[src/rtl/ras_pkg.sv]
package ras_pkg;
  // Circular index arithmetic, kept here so the bench can restate it independently.
  function automatic int unsigned idx_next(input int unsigned p, input int unsigned d);
    return (p == d - 1) ? 0 : p + 1;
  endfunction

  function automatic int unsigned idx_prev(input int unsigned p, input int unsigned d);
    return (p == 0) ? d - 1 : p - 1;
  endfunction
endpackage

[src/rtl/ras_irq_gate.sv]
module ras_irq_gate (
  input  logic clk,
  input  logic rst_n,
  input  logic call_i,
  input  logic ret_i,
  input  logic irq_req_i,
  input  logic full_i,
  output logic ack_o,
  output logic push_o,
  output logic pop_o,
  output logic clash_o
);
  // A grant needs a free level and a cycle with no call or return of its own.
  assign ack_o   = irq_req_i & ~full_i & ~call_i & ~ret_i;
  assign push_o  = call_i | ack_o;
  assign pop_o   = ret_i;
  assign clash_o = push_o & pop_o;

  p_no_ack_full_r3: assert property (@(posedge clk) disable iff (!rst_n)
    full_i |-> !ack_o);
  p_ack_needs_req_r3: assert property (@(posedge clk) disable iff (!rst_n)
    ack_o |-> (irq_req_i && !call_i && !ret_i));
endmodule

[src/rtl/ras_ptr.sv]
module ras_ptr #(
  parameter int unsigned DEPTH = 8,
  localparam int unsigned PW = (DEPTH > 1) ? $clog2(DEPTH) : 1,
  localparam int unsigned CW = $clog2(DEPTH + 1)
) (
  input  logic          clk,
  input  logic          rst_n,
  input  logic          push_i,
  input  logic          pop_i,
  output logic          wr_en_o,
  output logic [PW-1:0] wr_idx_o,
  output logic          rd_en_o,
  output logic [PW-1:0] rd_idx_o,
  output logic          full_o,
  output logic          empty_o,
  output logic          ovf_o,
  output logic          unf_o,
  output logic          col_o
);
  import ras_pkg::*;

  logic [PW-1:0] wp_q;
  logic [CW-1:0] cnt_q;
  logic          ovf_ev, unf_ev, col_ev;

  assign full_o   = (cnt_q == CW'(DEPTH));
  assign empty_o  = (cnt_q == '0);
  assign wr_en_o  = push_i;
  assign wr_idx_o = wp_q;
  assign rd_idx_o = PW'(idx_prev(int'(wp_q), DEPTH));
  assign rd_en_o  = pop_i & ~push_i & ~empty_o;

  // Named events for the checks
  assign ovf_ev = push_i & full_o;
  assign unf_ev = pop_i & ~push_i & empty_o;
  assign col_ev = push_i & pop_i;

  always_ff @(posedge clk or negedge rst_n) begin
    if (!rst_n) begin
      wp_q  <= '0;
      cnt_q <= '0;
      ovf_o <= 1'b0;
      unf_o <= 1'b0;
      col_o <= 1'b0;
    end else begin
      if (push_i) begin
        wp_q <= PW'(idx_next(int'(wp_q), DEPTH));
        if (!full_o) cnt_q <= cnt_q + 1'b1;
      end else if (rd_en_o) begin
        wp_q  <= rd_idx_o;
        cnt_q <= cnt_q - 1'b1;
      end
      if (ovf_ev) ovf_o <= 1'b1;
      if (unf_ev) unf_o <= 1'b1;
      if (col_ev) col_o <= 1'b1;
    end
  end

  p_cnt_bound_r4: assert property (@(posedge clk) disable iff (!rst_n)
    cnt_q <= CW'(DEPTH));
  p_push_leaves_empty_r2: assert property (@(posedge clk) disable iff (!rst_n)
    (push_i && empty_o) |=> !empty_o);
  p_ovf_keeps_full_r5: assert property (@(posedge clk) disable iff (!rst_n)
    ovf_ev |=> (full_o && ovf_o));
  p_ovf_sticky_r5: assert property (@(posedge clk) disable iff (!rst_n)
    ovf_o |=> ovf_o);
  p_unf_stays_empty_r6: assert property (@(posedge clk) disable iff (!rst_n)
    unf_ev |=> (empty_o && unf_o));
  p_col_flag_r7: assert property (@(posedge clk) disable iff (!rst_n)
    col_ev |=> col_o);
endmodule

[src/rtl/ras_store.sv]
module ras_store #(
  parameter int unsigned DEPTH = 8,
  parameter int unsigned AW    = 12,
  localparam int unsigned PW = (DEPTH > 1) ? $clog2(DEPTH) : 1
) (
  input  logic          clk,
  input  logic          rst_n,
  input  logic          wr_en_i,
  input  logic [PW-1:0] wr_idx_i,
  input  logic [AW-1:0] wr_data_i,
  input  logic          rd_en_i,
  input  logic [PW-1:0] rd_idx_i,
  output logic [AW-1:0] rd_data_o
);
  logic [AW-1:0] slot_q [DEPTH];

  for (genvar g = 0; g < DEPTH; g++) begin : g_slot
    always_ff @(posedge clk or negedge rst_n) begin
      if (!rst_n)                                 slot_q[g] <= '0;
      else if (wr_en_i && wr_idx_i == PW'(g))     slot_q[g] <= wr_data_i;
    end
  end

  always_ff @(posedge clk or negedge rst_n) begin
    if (!rst_n)       rd_data_o <= '0;
    else if (rd_en_i) rd_data_o <= slot_q[rd_idx_i];
  end

  p_hold_no_read_r6: assert property (@(posedge clk) disable iff (!rst_n)
    !rd_en_i |=> $stable(rd_data_o));
endmodule

[src/rtl/ret_addr_stack.sv]
module ret_addr_stack #(
  parameter int unsigned DEPTH = 8,
  parameter int unsigned AW    = 12,
  localparam int unsigned PW = (DEPTH > 1) ? $clog2(DEPTH) : 1
) (
  input  logic          clk,
  input  logic          rst_n,
  input  logic          call_i,
  input  logic          ret_i,
  input  logic          irq_req_i,
  input  logic [AW-1:0] ret_pc_i,
  output logic          irq_ack_o,
  output logic [AW-1:0] ret_addr_o,
  output logic          full_o,
  output logic          empty_o,
  output logic          overflow_o,
  output logic          underflow_o,
  output logic          collide_o
);
  logic          push_w, pop_w, clash_w;
  logic          wr_en_w, rd_en_w;
  logic [PW-1:0] wr_idx_w, rd_idx_w;

  ras_irq_gate u_gate (
    .clk       (clk),
    .rst_n     (rst_n),
    .call_i    (call_i),
    .ret_i     (ret_i),
    .irq_req_i (irq_req_i),
    .full_i    (full_o),
    .ack_o     (irq_ack_o),
    .push_o    (push_w),
    .pop_o     (pop_w),
    .clash_o   (clash_w)
  );

  ras_ptr #(.DEPTH(DEPTH)) u_ptr (
    .clk      (clk),
    .rst_n    (rst_n),
    .push_i   (push_w),
    .pop_i    (pop_w),
    .wr_en_o  (wr_en_w),
    .wr_idx_o (wr_idx_w),
    .rd_en_o  (rd_en_w),
    .rd_idx_o (rd_idx_w),
    .full_o   (full_o),
    .empty_o  (empty_o),
    .ovf_o    (overflow_o),
    .unf_o    (underflow_o),
    .col_o    (collide_o)
  );

  ras_store #(.DEPTH(DEPTH), .AW(AW)) u_store (
    .clk       (clk),
    .rst_n     (rst_n),
    .wr_en_i   (wr_en_w),
    .wr_idx_i  (wr_idx_w),
    .wr_data_i (ret_pc_i),
    .rd_en_i   (rd_en_w),
    .rd_idx_i  (rd_idx_w),
    .rd_data_o (ret_addr_o)
  );

  p_clash_no_read_r7: assert property (@(posedge clk) disable iff (!rst_n)
    clash_w |=> $stable(ret_addr_o));
  p_release_r8: assert property (@(posedge clk) disable iff (!rst_n)
    (full_o && ret_i && !call_i) |=> !full_o);
endmodule

[config.mk]
export PLATFORM = sky130hd
export DESIGN_NAME = ret_addr_stack
export DESIGN_NICKNAME = d
export VERILOG_FILES = /design/src/rtl/ras_pkg.sv /design/src/rtl/ras_irq_gate.sv /design/src/rtl/ras_ptr.sv /design/src/rtl/ras_store.sv /design/src/rtl/ret_addr_stack.sv
export SDC_FILE = /design/constraint.sdc
export NUM_CORES = 1
export LEC_CHECK = 0
export BUFFER_PORTS_ARGS = -buffer_cell sky130_fd_sc_hd__buf_2
export CORE_MARGIN = 10
export CORE_UTILIZATION = 48
export DETAILED_ROUTE_END_ITERATION = 7
export HOLD_SLACK_MARGIN = 0.03
export PLACE_DENSITY = 0.68
export SYNTH_ARGS = -nofsm -noshare
export SYNTH_HDL_FRONTEND = slang
export SYNTH_SLANG_ARGS = --single-unit
[constraint.sdc]
create_clock -name clk -period 3.86 [get_ports clk]
set_input_delay 0.386 -clock clk [delete_from_list [all_inputs] [get_ports clk]]
set_output_delay 0.386 -clock clk [all_outputs]
set_load 0.1 [all_outputs]
==> reports/qor.txt <==
STATUS
--------------------------------------------------------------------------------
Result of the run ................................................. complete, no violations

CLOCKING
--------------------------------------------------------------------------------
Clk_lat worst skew ................................................      0.42 ns
Total clock buffers created by CTS ................................           17
Number of hold buffers added after cts ............................            0
Clock sinks .......................................................          118
Post CTS Setup Buffer Count .......................................            0
Clock-pin slew on the worst setup and hold paths ..................      0.05 ns
Library cell used as clock root buffer ............................ sky130_fd_sc_hd__clkbuf_16
CTS tree ..........................................................          yes
Maximum level of the CTS H-tree ...................................            4
Clock Tree Buf Depth ..............................................            2
Resized cells post-CTS ............................................            0

YOSYS
--------------------------------------------------------------------------------
EDFF count, synth .................................................            0
Fraction of registers with async set or reset after synthesis .....       100.0%
Library cells used by synthesis ...................................           49
Post-Syn Instances ................................................          440
Average cell area after synthesis .................................    13.28 µm²
Main synth FF type ................................................ sky130_fd_sc_hd__dfrtp_1
Number of storage elements in the synthesis netlist ...............          118
Post-synth design cell area .......................................     5843 µm²
Post-Synthesis Net Count ..........................................          467
Count of synthesis-stage warnings from yosys ......................            0
Share of the yosys chip area belonging to registers ...............       50.54%

GLOBAL ROUTING
--------------------------------------------------------------------------------
Vias in the first global route ....................................         4143
Aggregate global-route resource usage .............................       17.58%
Initial antenna violation count ...................................            0
Largest net degree at the start of global routing .................           63
First-pass GRT wire length ........................................     22580 µm
Gr ovfl total .....................................................            0

FINISH
--------------------------------------------------------------------------------
Final #Nets .......................................................          501
Fraction of final layout cells with drive strength greater than 1 .       39.22%
Area added between synthesis and finish ...........................       14.41%
Ant diodes ........................................................            0

CRITICAL PATH
--------------------------------------------------------------------------------
Arrival time reported for the critical path endpoint ..............      2.89 ns
Worst endpoint required time ......................................      4.14 ns
Worst r2r dst ..................................................... u_ptr.cnt_q[3]$_DFFE_PN0P_
Slack of the worst reg-to-reg path ................................      1.26 ns
Cell depth of the worst flop-to-flop path .........................            8
Path type of the worst setup path ................................. flop to flop
Maximum net fanout on the critical path ...........................           11
CP Capture Type ...................................................         flop
Startpoint of the most critical register-to-register path ......... u_ptr.cnt_q[1]$_DFFE_PN0P_
Critical Path Source Type .........................................         flop

FLOORPLAN
--------------------------------------------------------------------------------
Die extent in x ...................................................     130.3 µm
Initial Utilization ...............................................       48.85%
Std-Cell Rows .....................................................           40
I/O pins ..........................................................           35
Placeable core region .............................................    11960 µm²
Die Height ........................................................     130.3 µm
Area enclosed by the die boundary .................................    16990 µm²

POWER
--------------------------------------------------------------------------------
Power per standard cell area ......................................  1084 nW/µm²
Leakage ...........................................................     3.004 nW
Peak supply drop ..................................................  0.0006189 V

STA
--------------------------------------------------------------------------------
Total count of hold-check failures in the final report ............            0
Final Slew Violations .............................................            0
Total negative slack for setup checks .............................         0 ns
Setup repair after global routing missed its margin ...............           no
Final period demand of the worst path .............................     2.600 ns
Setup Skew ........................................................  0.007976 ns
Actual slew at the worst max-slew pin .............................     1.103 ns
Worst setup margin ................................................     1.260 ns
Rel. slew slack ...................................................       26.23%
Post-route worst hold slack .......................................   0.05502 ns
Fmax ..............................................................    384.6 MHz
Period utilization ................................................       67.36%
Setup-violating endpoint count in the final report ................            0

HOLD PATH
--------------------------------------------------------------------------------
Worst hold path class ............................................. input port to async pin

PLACE
--------------------------------------------------------------------------------
HPWL Detailed .....................................................      8417 µm
Number of I/O port buffers ........................................           34
Routability cong. .................................................       0.8130
Dpl ws ............................................................     1.256 ns

JOB
--------------------------------------------------------------------------------
Maximum capacitance violations ....................................            0

ROUTE
--------------------------------------------------------------------------------
Total via count after detailed routing ............................         3792
DRC violation count after routing .................................            0
Initial drt markers ...............................................          275
Final antenna-violating net count .................................            0
Drt pass-1 iters ..................................................            4
WL final ..........................................................     13760 µm
Vias per Instance .................................................        5.981
Per-cell routed wire length .......................................     21.71 µm

## critical path, cell delays in order (launching register included)
cell,delay (ns)
sky130_fd_sc_hd__dfrtp_1,0.45
sky130_fd_sc_hd__or4b_4,0.58
sky130_fd_sc_hd__a21o_2,0.29
sky130_fd_sc_hd__clkinv_1,0.20
sky130_fd_sc_hd__ha_1,0.27
sky130_fd_sc_hd__a21o_1,0.15
sky130_fd_sc_hd__a21oi_1,0.24
sky130_fd_sc_hd__xnor2_1,0.15
sky130_fd_sc_hd__o2111ai_1,0.13
## per-stage QoR
stage,power [mW],util (%),instance area [µm²],std cells
after floorplan,4.932,-,5849,440
after global placement,5.628,51.06,6107,602
after detailed placement,5.706,51.06,6107,602
after CTS,7.266,55.89,6685,634
after global routing,7.668,55.89,6685,634
final,7.246,55.89,6685,634
## state kept, by name (all words and copies together), names as in the netlist
signal	count
u_ptr.cnt_q	4
u_ptr.unf_o	1
u_ptr.col_o	1
u_ptr.ovf_o	1
u_store.rd_data_o	12
u_store.slot_q	96
u_ptr.wr_idx_o	3
## cells in the final DEF, fill, tap and decap left out, drive strengths merged, types with 2 or more instances in the layout
master    count
nand2b        3
xnor2         2
nand3b        2
mux2        104
nor2          4
dfrtp       118
bufinv        2
a221oi       12
clkinv        7
ha            9
a21oi         3
o221ai        7
nor2b        10
and3          4
clkbuf       23
inv           5
o221a         5
o21ai         3
clkinvlp      2
nand2        31
xor2          2
buf          44
a2bb2oi      11
a21o          6
o2bb2ai       6
nand3         5
nor3b         2
mux2i        24
o31ai         5
a221o         6
and3b         3
a32o          6
## synth_stat cells, drive strengths merged, types with 2 or more instances
library cell | number | area share, %
xor2 | 2 | 0.30
inv | 5 | 0.32
clkbuf | 15 | 0.96
nand2b | 3 | 0.32
ha | 9 | 1.9
mux2 | 104 | 21
a21oi | 3 | 0.26
nand3 | 5 | 0.43
nor3b | 2 | 0.26
nand2 | 31 | 2.0
nor2b | 10 | 1.1
a2bb2oi | 11 | 1.6
o221ai | 7 | 1.0
nand3b | 2 | 0.26
a32o | 6 | 1.0
mux2i | 24 | 4.1
and3b | 3 | 0.45
a221oi | 12 | 1.8
a221o | 6 | 1.0
and3 | 4 | 0.62
xnor2 | 2 | 0.30
dfrtp | 118 | 51
o31ai | 5 | 0.64
buf | 14 | 2.0
o21ai | 3 | 0.26
a21o | 6 | 0.81
nor2 | 4 | 0.26
o221a | 5 | 0.96
clkinv | 2 | 0.13
o2bb2ai | 6 | 0.90
## final cells by class
type / instances / area, µm²
clock buffers: 23 / 478.0
well taps: 147 / 183.9
inverters: 7 / 26.28
fillers: 976 / 5276
multi-input cells: 286 / 2696
repair buffers: 44 / 247.7
clock inverters: 9 / 100.1
flip-flops and latches: 118 / 2953
## logic make-up after synthesis
| family | after synthesis | share of synthesized area [%] |
|---|---|---|
| compound gates | 76 | 11.26 |
| mux | 129 | 25.82 |
| fa+ha+maj | 10 | 2.270 |
| simple gates | 67 | 6.081 |
| xor+xnor | 4 | 0.5997 |
| buf+inv | 36 | 3.426 |
| flops | 118 | 50.54 |
## where the power goes
part | leakage [nW] | total [mW] | switching, mW | internal, mW
combinational | 1.31 | 3.45 | 1.97 | 1.48
clock | 0.283 | 1.54 | 0.544 | 0.993
sequential | 1.41 | 2.25 | 0.386 | 1.87
## worst max path at each step
| stage | end | cells after the start | from | slack, ns |
|---|---|---|---|---|
| global placement | u_store.rd_data_o[10]$_DFFE_PN0P_ | 7 | u_ptr.wr_idx_o[1]$_DFFE_PN0P_ | 1.32 |
| CTS | u_ptr.cnt_q[3]$_DFFE_PN0P_ | 8 | u_ptr.cnt_q[1]$_DFFE_PN0P_ | 1.25 |
| finish | u_ptr.cnt_q[3]$_DFFE_PN0P_ | 8 | u_ptr.cnt_q[1]$_DFFE_PN0P_ | 1.26 |
| floorplan | u_ptr.wr_idx_o[1]$_DFFE_PN0P_ | 5 | u_ptr.cnt_q[1]$_DFFE_PN0P_ | 0.53 |
| global route | u_ptr.cnt_q[3]$_DFFE_PN0P_ | 8 | u_ptr.cnt_q[0]$_DFFE_PN0P_ | 1.03 |
| detailed placement | u_ptr.cnt_q[3]$_DFFE_PN0P_ | 8 | u_ptr.cnt_q[1]$_DFFE_PN0P_ | 1.26 |
## metal layers
layer / vias to the layer above / GRT usage, % / wire length [µm]
met1: 1961 / 21.69 / 6032
met4: 0 / 7.325 / 275
met5: - / 0 / 0
met2: 88 / 28.72 / 6882
met3: 23 / 4.503 / 573
li1: 1720 / - / -
Note: power is estimated with default switching activity, not from simulation.
